[src/rtl/wms_pkg.sv]
package wms_pkg;
   // Command encoding seen on cmd_op
   typedef enum logic [1:0] {
      OP_IDLE    = 2'b00,
      OP_DIVERGE = 2'b01,
      OP_FLIP    = 2'b10,
      OP_MERGE   = 2'b11
   } wms_op_e;

   // One-hot strobes produced by the decoder
   typedef struct packed {
      logic push;
      logic flip;
      logic pop;
      logic ovf_evt;
      logic udf_evt;
   } wms_strobe_t;
endpackage

[src/rtl/wms_cmd_decode.sv]
module wms_cmd_decode
   import wms_pkg::*;
#(
   parameter int DEPTH = 8,
   localparam int CW   = $clog2(DEPTH + 1)
)(
   input  logic          cmd_valid,
   input  logic [1:0]    cmd_op,
   input  logic [CW-1:0] count,
   output wms_strobe_t   strobe
);
   wms_op_e op_e;
   logic    full;
   logic    empty;

   assign op_e  = wms_op_e'(cmd_op);
   assign full  = (count == CW'(DEPTH));
   assign empty = (count == '0);

   always_comb begin
      strobe = '0;
      if (cmd_valid) begin
         unique case (op_e)
            OP_DIVERGE: begin
               strobe.push    = !full;
               strobe.ovf_evt = full;
            end
            OP_FLIP: begin
               strobe.flip    = !empty;
               strobe.udf_evt = empty;
            end
            OP_MERGE: begin
               strobe.pop     = !empty;
               strobe.udf_evt = empty;
            end
            default: ;
         endcase
      end
   end

   // Only one stack action may result from a single command
   always_comb begin
      if (cmd_valid)
         AST_ONE_ACTION: assert ($onehot0({strobe.push, strobe.flip, strobe.pop,
                                           strobe.ovf_evt, strobe.udf_evt}));
   end
endmodule

[src/rtl/wms_mask_lifo.sv]
module wms_mask_lifo #(
   parameter int LANES       = 32,
   parameter int DEPTH       = 8,
   parameter bit CLEAR_SLOTS = 1'b1,
   localparam int CW = $clog2(DEPTH + 1),
   localparam int IW = (DEPTH > 1) ? $clog2(DEPTH) : 1
)(
   input  logic             clk,
   input  logic             rst_n,
   input  logic             push,
   input  logic             pop,
   input  logic [LANES-1:0] wr_mask,
   output logic [LANES-1:0] top_mask,
   output logic [CW-1:0]    count
);
   logic [LANES-1:0] slot_q [DEPTH];
   logic [IW-1:0]    top_idx;

   // Occupancy counter
   always_ff @(posedge clk or negedge rst_n) begin
      if (!rst_n)
         count <= '0;
      else if (push)
         count <= count + 1'b1;
      else if (pop)
         count <= count - 1'b1;
   end

   // One register per slot, written when the push lands on it
   for (genvar g = 0; g < DEPTH; g++) begin : g_slot
      if (CLEAR_SLOTS) begin : g_clr
         always_ff @(posedge clk or negedge rst_n) begin
            if (!rst_n)
               slot_q[g] <= '1;
            else if (push && (count == CW'(g)))
               slot_q[g] <= wr_mask;
         end
      end else begin : g_noclr
         always_ff @(posedge clk) begin
            if (push && (count == CW'(g)))
               slot_q[g] <= wr_mask;
         end
      end
   end

   assign top_idx  = IW'(count - 1'b1);
   assign top_mask = (count == '0) ? '1 : slot_q[top_idx];

   AST_DEPTH_BOUND: assert property (@(posedge clk) disable iff (!rst_n)
      count <= CW'(DEPTH));
   AST_POP_DEPTH: assert property (@(posedge clk) disable iff (!rst_n)
      pop |=> count == $past(count) - 1'b1);
   AST_PUSH_DEPTH: assert property (@(posedge clk) disable iff (!rst_n)
      push |=> count == $past(count) + 1'b1);
endmodule

[src/rtl/wms_active_mask.sv]
module wms_active_mask #(
   parameter int LANES = 32
)(
   input  logic             clk,
   input  logic             rst_n,
   input  logic             push,
   input  logic             flip,
   input  logic             pop,
   input  logic [LANES-1:0] pred,
   input  logic [LANES-1:0] saved,
   output logic [LANES-1:0] mask_q
);
   // Per-lane next state: each lane only looks at its own bits
   for (genvar l = 0; l < LANES; l++) begin : g_lane
      logic nxt;
      always_comb begin
         nxt = mask_q[l];
         if (push)
            nxt = mask_q[l] & pred[l];
         else if (flip)
            nxt = saved[l] & ~mask_q[l];
         else if (pop)
            nxt = saved[l];
      end

      always_ff @(posedge clk or negedge rst_n) begin
         if (!rst_n)
            mask_q[l] <= 1'b1;
         else
            mask_q[l] <= nxt;
      end
   end

   AST_PUSH_NARROW: assert property (@(posedge clk) disable iff (!rst_n)
      push |=> mask_q == $past(mask_q & pred));
   AST_POP_RESTORE: assert property (@(posedge clk) disable iff (!rst_n)
      pop |=> mask_q == $past(saved));
   AST_IDLE_HOLD: assert property (@(posedge clk) disable iff (!rst_n)
      !(push || flip || pop) |=> $stable(mask_q));
endmodule

[src/rtl/warp_mask_stack.sv]
module warp_mask_stack
   import wms_pkg::*;
#(
   parameter int LANES       = 32,
   parameter int DEPTH       = 8,
   parameter bit CLEAR_SLOTS = 1'b1,
   localparam int CW = $clog2(DEPTH + 1)
)(
   input  logic             clk,
   input  logic             rst_n,
   input  logic             cmd_valid,
   input  logic [1:0]       cmd_op,
   input  logic [LANES-1:0] cmd_pred,
   output logic [LANES-1:0] active_mask,
   output logic [CW-1:0]    depth,
   output logic             ovf_flag,
   output logic             udf_flag
);
   if (LANES < 1) begin : g_bad_lanes
      $error("warp_mask_stack: LANES must be at least 1");
   end
   if (DEPTH < 1) begin : g_bad_depth
      $error("warp_mask_stack: DEPTH must be at least 1");
   end

   wms_strobe_t      strobe;
   logic [LANES-1:0] top_mask;

   wms_cmd_decode #(.DEPTH(DEPTH)) u_decode (
      .cmd_valid (cmd_valid),
      .cmd_op    (cmd_op),
      .count     (depth),
      .strobe    (strobe)
   );

   wms_mask_lifo #(
      .LANES       (LANES),
      .DEPTH       (DEPTH),
      .CLEAR_SLOTS (CLEAR_SLOTS)
   ) u_lifo (
      .clk      (clk),
      .rst_n    (rst_n),
      .push     (strobe.push),
      .pop      (strobe.pop),
      .wr_mask  (active_mask),
      .top_mask (top_mask),
      .count    (depth)
   );

   wms_active_mask #(.LANES(LANES)) u_mask (
      .clk    (clk),
      .rst_n  (rst_n),
      .push   (strobe.push),
      .flip   (strobe.flip),
      .pop    (strobe.pop),
      .pred   (cmd_pred),
      .saved  (top_mask),
      .mask_q (active_mask)
   );

   // Sticky error flags
   always_ff @(posedge clk or negedge rst_n) begin
      if (!rst_n) begin
         ovf_flag <= 1'b0;
         udf_flag <= 1'b0;
      end else begin
         ovf_flag <= ovf_flag | strobe.ovf_evt;
         udf_flag <= udf_flag | strobe.udf_evt;
      end
   end

   AST_SUBSET_OF_SAVED: assert property (@(posedge clk) disable iff (!rst_n)
      (active_mask & ~top_mask) == '0);
   AST_EMPTY_ALL_ON: assert property (@(posedge clk) disable iff (!rst_n)
      (depth == '0) |-> (active_mask == '1));
   AST_FULL_PUSH_HOLD: assert property (@(posedge clk) disable iff (!rst_n)
      (cmd_valid && cmd_op == 2'b01 && depth == CW'(DEPTH))
         |=> ($stable(active_mask) && $stable(depth) && ovf_flag));
   AST_EMPTY_POP_FLAG: assert property (@(posedge clk) disable iff (!rst_n)
      (cmd_valid && cmd_op[1] && depth == '0) |=> udf_flag);
   AST_OVF_STICKY: assert property (@(posedge clk) disable iff (!rst_n)
      ovf_flag |=> ovf_flag);
   AST_UDF_STICKY: assert property (@(posedge clk) disable iff (!rst_n)
      udf_flag |=> udf_flag);
endmodule

[config.mk]
export PLATFORM = sky130hd
export DESIGN_NAME = warp_mask_stack
export DESIGN_NICKNAME = d
export VERILOG_FILES = /design/src/rtl/wms_pkg.sv /design/src/rtl/wms_cmd_decode.sv /design/src/rtl/wms_mask_lifo.sv /design/src/rtl/wms_active_mask.sv /design/src/rtl/warp_mask_stack.sv
export SDC_FILE = /design/constraint.sdc
export NUM_CORES = 1
export LEC_CHECK = 0
export ABC_AREA = 1
export BUFFER_PORTS_ARGS = -buffer_cell sky130_fd_sc_hd__buf_4
export CAP_MARGIN = 0
export CORE_AREA = 2 2 231 119
export DETAILED_ROUTE_END_ITERATION = 16
export DIE_AREA = 0 0 233 121
export HOLD_SLACK_MARGIN = 0.03
export PLACE_DENSITY = 0.72
export SYNTH_ARGS = -nofsm -noshare
export SYNTH_HDL_FRONTEND = slang
export SYNTH_HIERARCHICAL = 1
export SYNTH_SLANG_ARGS = --single-unit
[constraint.sdc]
create_clock -name clk -period 4.5 [get_ports clk]
set_clock_uncertainty 0.2 [all_clocks]
set_input_delay 0.9 -clock clk [delete_from_list [all_inputs] [get_ports clk]]
set_output_delay 0.9 -clock clk [all_outputs]
set_load 0.01 [all_outputs]
==> summary.md <==
| Metric | Value |
|---|---|
| Crit Path Category | `reg -> reg` |
| Final Setup Violations | `0` |
| Most frequent CP cell | `nand2_1` |
| CTS resizes | `0` |
| Clock Sinks | `a little under 300` |
| Vias per cell | `~5.6` |
| DR vias | `11700` |
| Post-DR wirelength/cell | `about 17 microns` |
| Post-synth cell types | `27` |
| Final period utilization | `68.4%` |
| Static Leak | `6.12 nW` |
| Hold_ws | `115 ps` |
| Die height | `121 microns` |
| CTS tree | `done` |
| Hold_buf cts | `0` |
| Core Area | `26100 sq um` |
| Fill cells | `2268` |
| Sequential area share after synthesis | `roughly 54%` |
| RD Place Congestion | `between 0.7 and 0.8` |
| Crit. End Element | `flop` |
| WL final | `36.1 mm` |
| Vias in the first global route | `between 10000 and 15000` |
| Antenna Cells | `0` |
| # Post-CTS Setup Buffers | `0` |
| DRT iter0 DRCs | `1350` |
| Global-route wire length before repair | `~59 mm` |
| Total CTS buffers | `27` |
| PortBufs | `74` |
| H-tree level count | `1` |
| Hold crit path type | `in -> async` |
| Total Neg Setup Slack | `0 ps` |
| Clock buffer depth | `3` |
| 1st-pass router iterations | `6` |
| Largest net degree at the start of global routing | `94` |
| Startpoint Class | `flop` |
| Die width | `around 230 microns` |
| CTS root buf | `clkbuf_16` |
| I/O pin count | `75` |
| RSZ-0062 raised after global routing | `false` |
| Post-route ant nets | `0` |
| Layout area overhead | `9.24%` |
| Drt drc | `0` |
| Worst Path Max Fanout | `32` |
| Synth Instances | `1704` |
| Number of synthesized register bits | `approximately 300` |
| Num rows | `42` |
| Nets | `1752` |
| Initial antenna violation count | `0` |
| Post-DP HPWL | `between 15 and 20 mm` |
| Clock latency on the worst-skew pair | `550 ps` |
| Grt total ovfl | `0` |
| CP max stage delay | `between 600 and 700 ps` |
| Crit path arrival time | `3360 ps` |
| Cell Area, Synth | `14300 sq um` |
| Fin crit period | `3080 ps` |
| Overall routing resource usage | `26.1%` |
| Clock Pin Slew Worst Setup and Hold Paths | `70 ps` |
| Fmax | `325 MHz` |
| Final Hold Fails | `0` |
| Power Density | `754 nW/um^2` |
| Die area | `approximately 28000 sq um` |
| Max IR drop VDD | `0.000337 V` |
| Outcome | `complete, no violations` |
| WP data required | `approximately 4800 ps` |
| Syn avg cell area | `around 8.4 sq um` |
| Worst slew pin tran | `around 1200 ps` |
| Cells along the critical path | `clkinv_2 -> ha_1 -> nand2_1 -> nand2_2 -> inv_2 -> nand3_1 -> nand3_1 -> a21boi_0 -> nand2_1 -> nand2_1` |
| Warning count from the yosys run | `6` |
| Net count after synthesis | `1746` |
| Critical-path top delay cell | `inv_2` |
| Slew headroom | `around a fifth` |
| Fin. max-slew vios | `0` |
| Maxcap violations | `0` |
| Initial Util | `a little over half` |
| Layout cells sized above 1 | `27.4%` |
==> state kept, by name, summed over array words and instances (netlist names) <==
| signal | cells |
|---|---|
| u_lifo/slot_q | 256 |
| u_mask/mask_q | 32 |
| u_lifo/count | 4 |
| ovf_flag | 1 |
| udf_flag | 1 |
==> layout by cell type, fill, tap and decap left out, drive strengths merged <==
master | synthesis | layout
nand3 | 229 | 229
clkbuf | 22 | 34
nand4 | 1 | 1
nor2 | 13 | 13
inv | 53 | 54
o21ai | 256 | 256
clkinv | 0 | 5
a22oi | 1 | 1
ha | 5 | 5
a21boi | 32 | 32
buf | 91 | 90
bufinv | 0 | 1
nand2 | 704 | 704
dfstp | 288 | 288
dfrtp | 6 | 6
clkinvlp | 0 | 5
xor2 | 1 | 1
a21oi | 2 | 2
==> report_power, final <==
| group | leakage [nW] | switching [mW] | total (mW) | internal (mW) |
|---|---|---|---|---|
| sequential | 3.05 | 0.581 | 4.81 | 4.23 |
| combinational | 2.67 | 3.06 | 4.72 | 1.66 |
| clock | 0.399 | 1.02 | 2.23 | 1.21 |
==> metrics by stage <==
step	setup slack, ps	util [%]	area (sq um)	std cells	power (mW)
2_1_floorplan	2040	-	14300	1704	8.13
3_3_place_gp	1140	56.5	14800	2033	9.31
3_5_place_dp	1030	56.5	14800	2033	9.47
4_1_cts	1450	59.7	15600	2079	11.8
5_1_grt	1160	59.7	15600	2079	12.6
6_report	1420	59.7	15600	2079	11.8
==> synthesized netlist by cell type <==
cell type    n  area share [%]
nand2_1    693              18
buf_4        9            0.47
inv_2        4            0.11
dfrtp_1      6             1.1
nand3_1    229             8.0
nand2_2      7            0.31
buf_2       55             1.9
nor2_1       8            0.21
a21oi_1      2           0.070
clkbuf_2     9            0.32
clkbuf_1    13            0.34
xor2_1       1           0.061
nand4_1      1           0.044
o21ai_0    126             4.4
buf_6       23             1.8
dfstp_2    288              53
a21boi_0    32             1.7
buf_1        4            0.11
nand2_4      4            0.32
ha_1         5            0.44
o21ai_1    100             3.5
o21ai_2     30             1.8
nor2_2       1           0.044
a22oi_1      1           0.053
nor2_4       3            0.24
nor2_8       1            0.14
inv_1       49             1.3
==> worst max-delay path, delay by kind of cell (launching register included) <==
kind / cells / cell delay [ps]
buffers and inverters: 2 / 1010
flip-flops: 1 / 440
AO/OA/AOI/OAI: 1 / 320
AND/OR/NAND/NOR: 6 / 630
adder cells (fa/ha/maj): 1 / 400
==> worst paths after layout <==
kind	slack [ps]	end	depth (start not counted)	start
max	1420	u_mask/mask_q[7]$_DFFE_PN1P_	10	u_lifo/count[0]$_DFFE_PN0P_
min	110	udf_flag$_DFF_PN0_	1	rst_n
max reg2reg	1420	u_mask/mask_q[7]$_DFFE_PN1P_	10	u_lifo/count[0]$_DFFE_PN0P_
min reg2reg	270	u_lifo/slot_q[59]$_DFFE_PN1P_	2	u_lifo/slot_q[59]$_DFFE_PN1P_
max in group asynchronous	2970	u_lifo/slot_q[252]$_DFFE_PN1P_	2	rst_n
min in group clk	270	u_lifo/slot_q[59]$_DFFE_PN1P_	2	u_lifo/slot_q[59]$_DFFE_PN1P_
==> cells by family after synthesis <==
| group | after synthesis | synth area share (%) |
|---|---|---|
| XOR/XNOR | 1 | 0.0613 |
| adder cells (fa/ha/maj) | 5 | 0.438 |
| buffers and inverters | 166 | 6.37 |
| AND/OR/NAND/NOR | 947 | 27.5 |
| flip-flops | 294 | 54.0 |
| AO/OA/AOI/OAI | 291 | 11.6 |
==> layer usage <==
layer | routed length [microns] | global-route usage [%] | vias up
met3 | 2130 | 3.29 | 51
met4 | 733 | 6.61 | 0
li1 | - | - | 5568
met2 | 16900 | 43.2 | 401
met1 | 16400 | 36.7 | 5715
met5 | 0 | 0 | -
==> final cells by class <==
cell class / count / area, sq um / area share [%]
Clock buffer: 34 / 732 / 4.69
Clock inverter: 12 / 106 / 0.682
Inverter: 53 / 200 / 1.28
Multi-Input combinational cell: 1244 / 5670 / 36.3
Sequential cell: 294 / 7720 / 49.5
Tap cell: 352 / 440 / 2.82
Timing Repair Buffer: 90 / 733 / 4.70
Power figures use the tool's default switching activity.
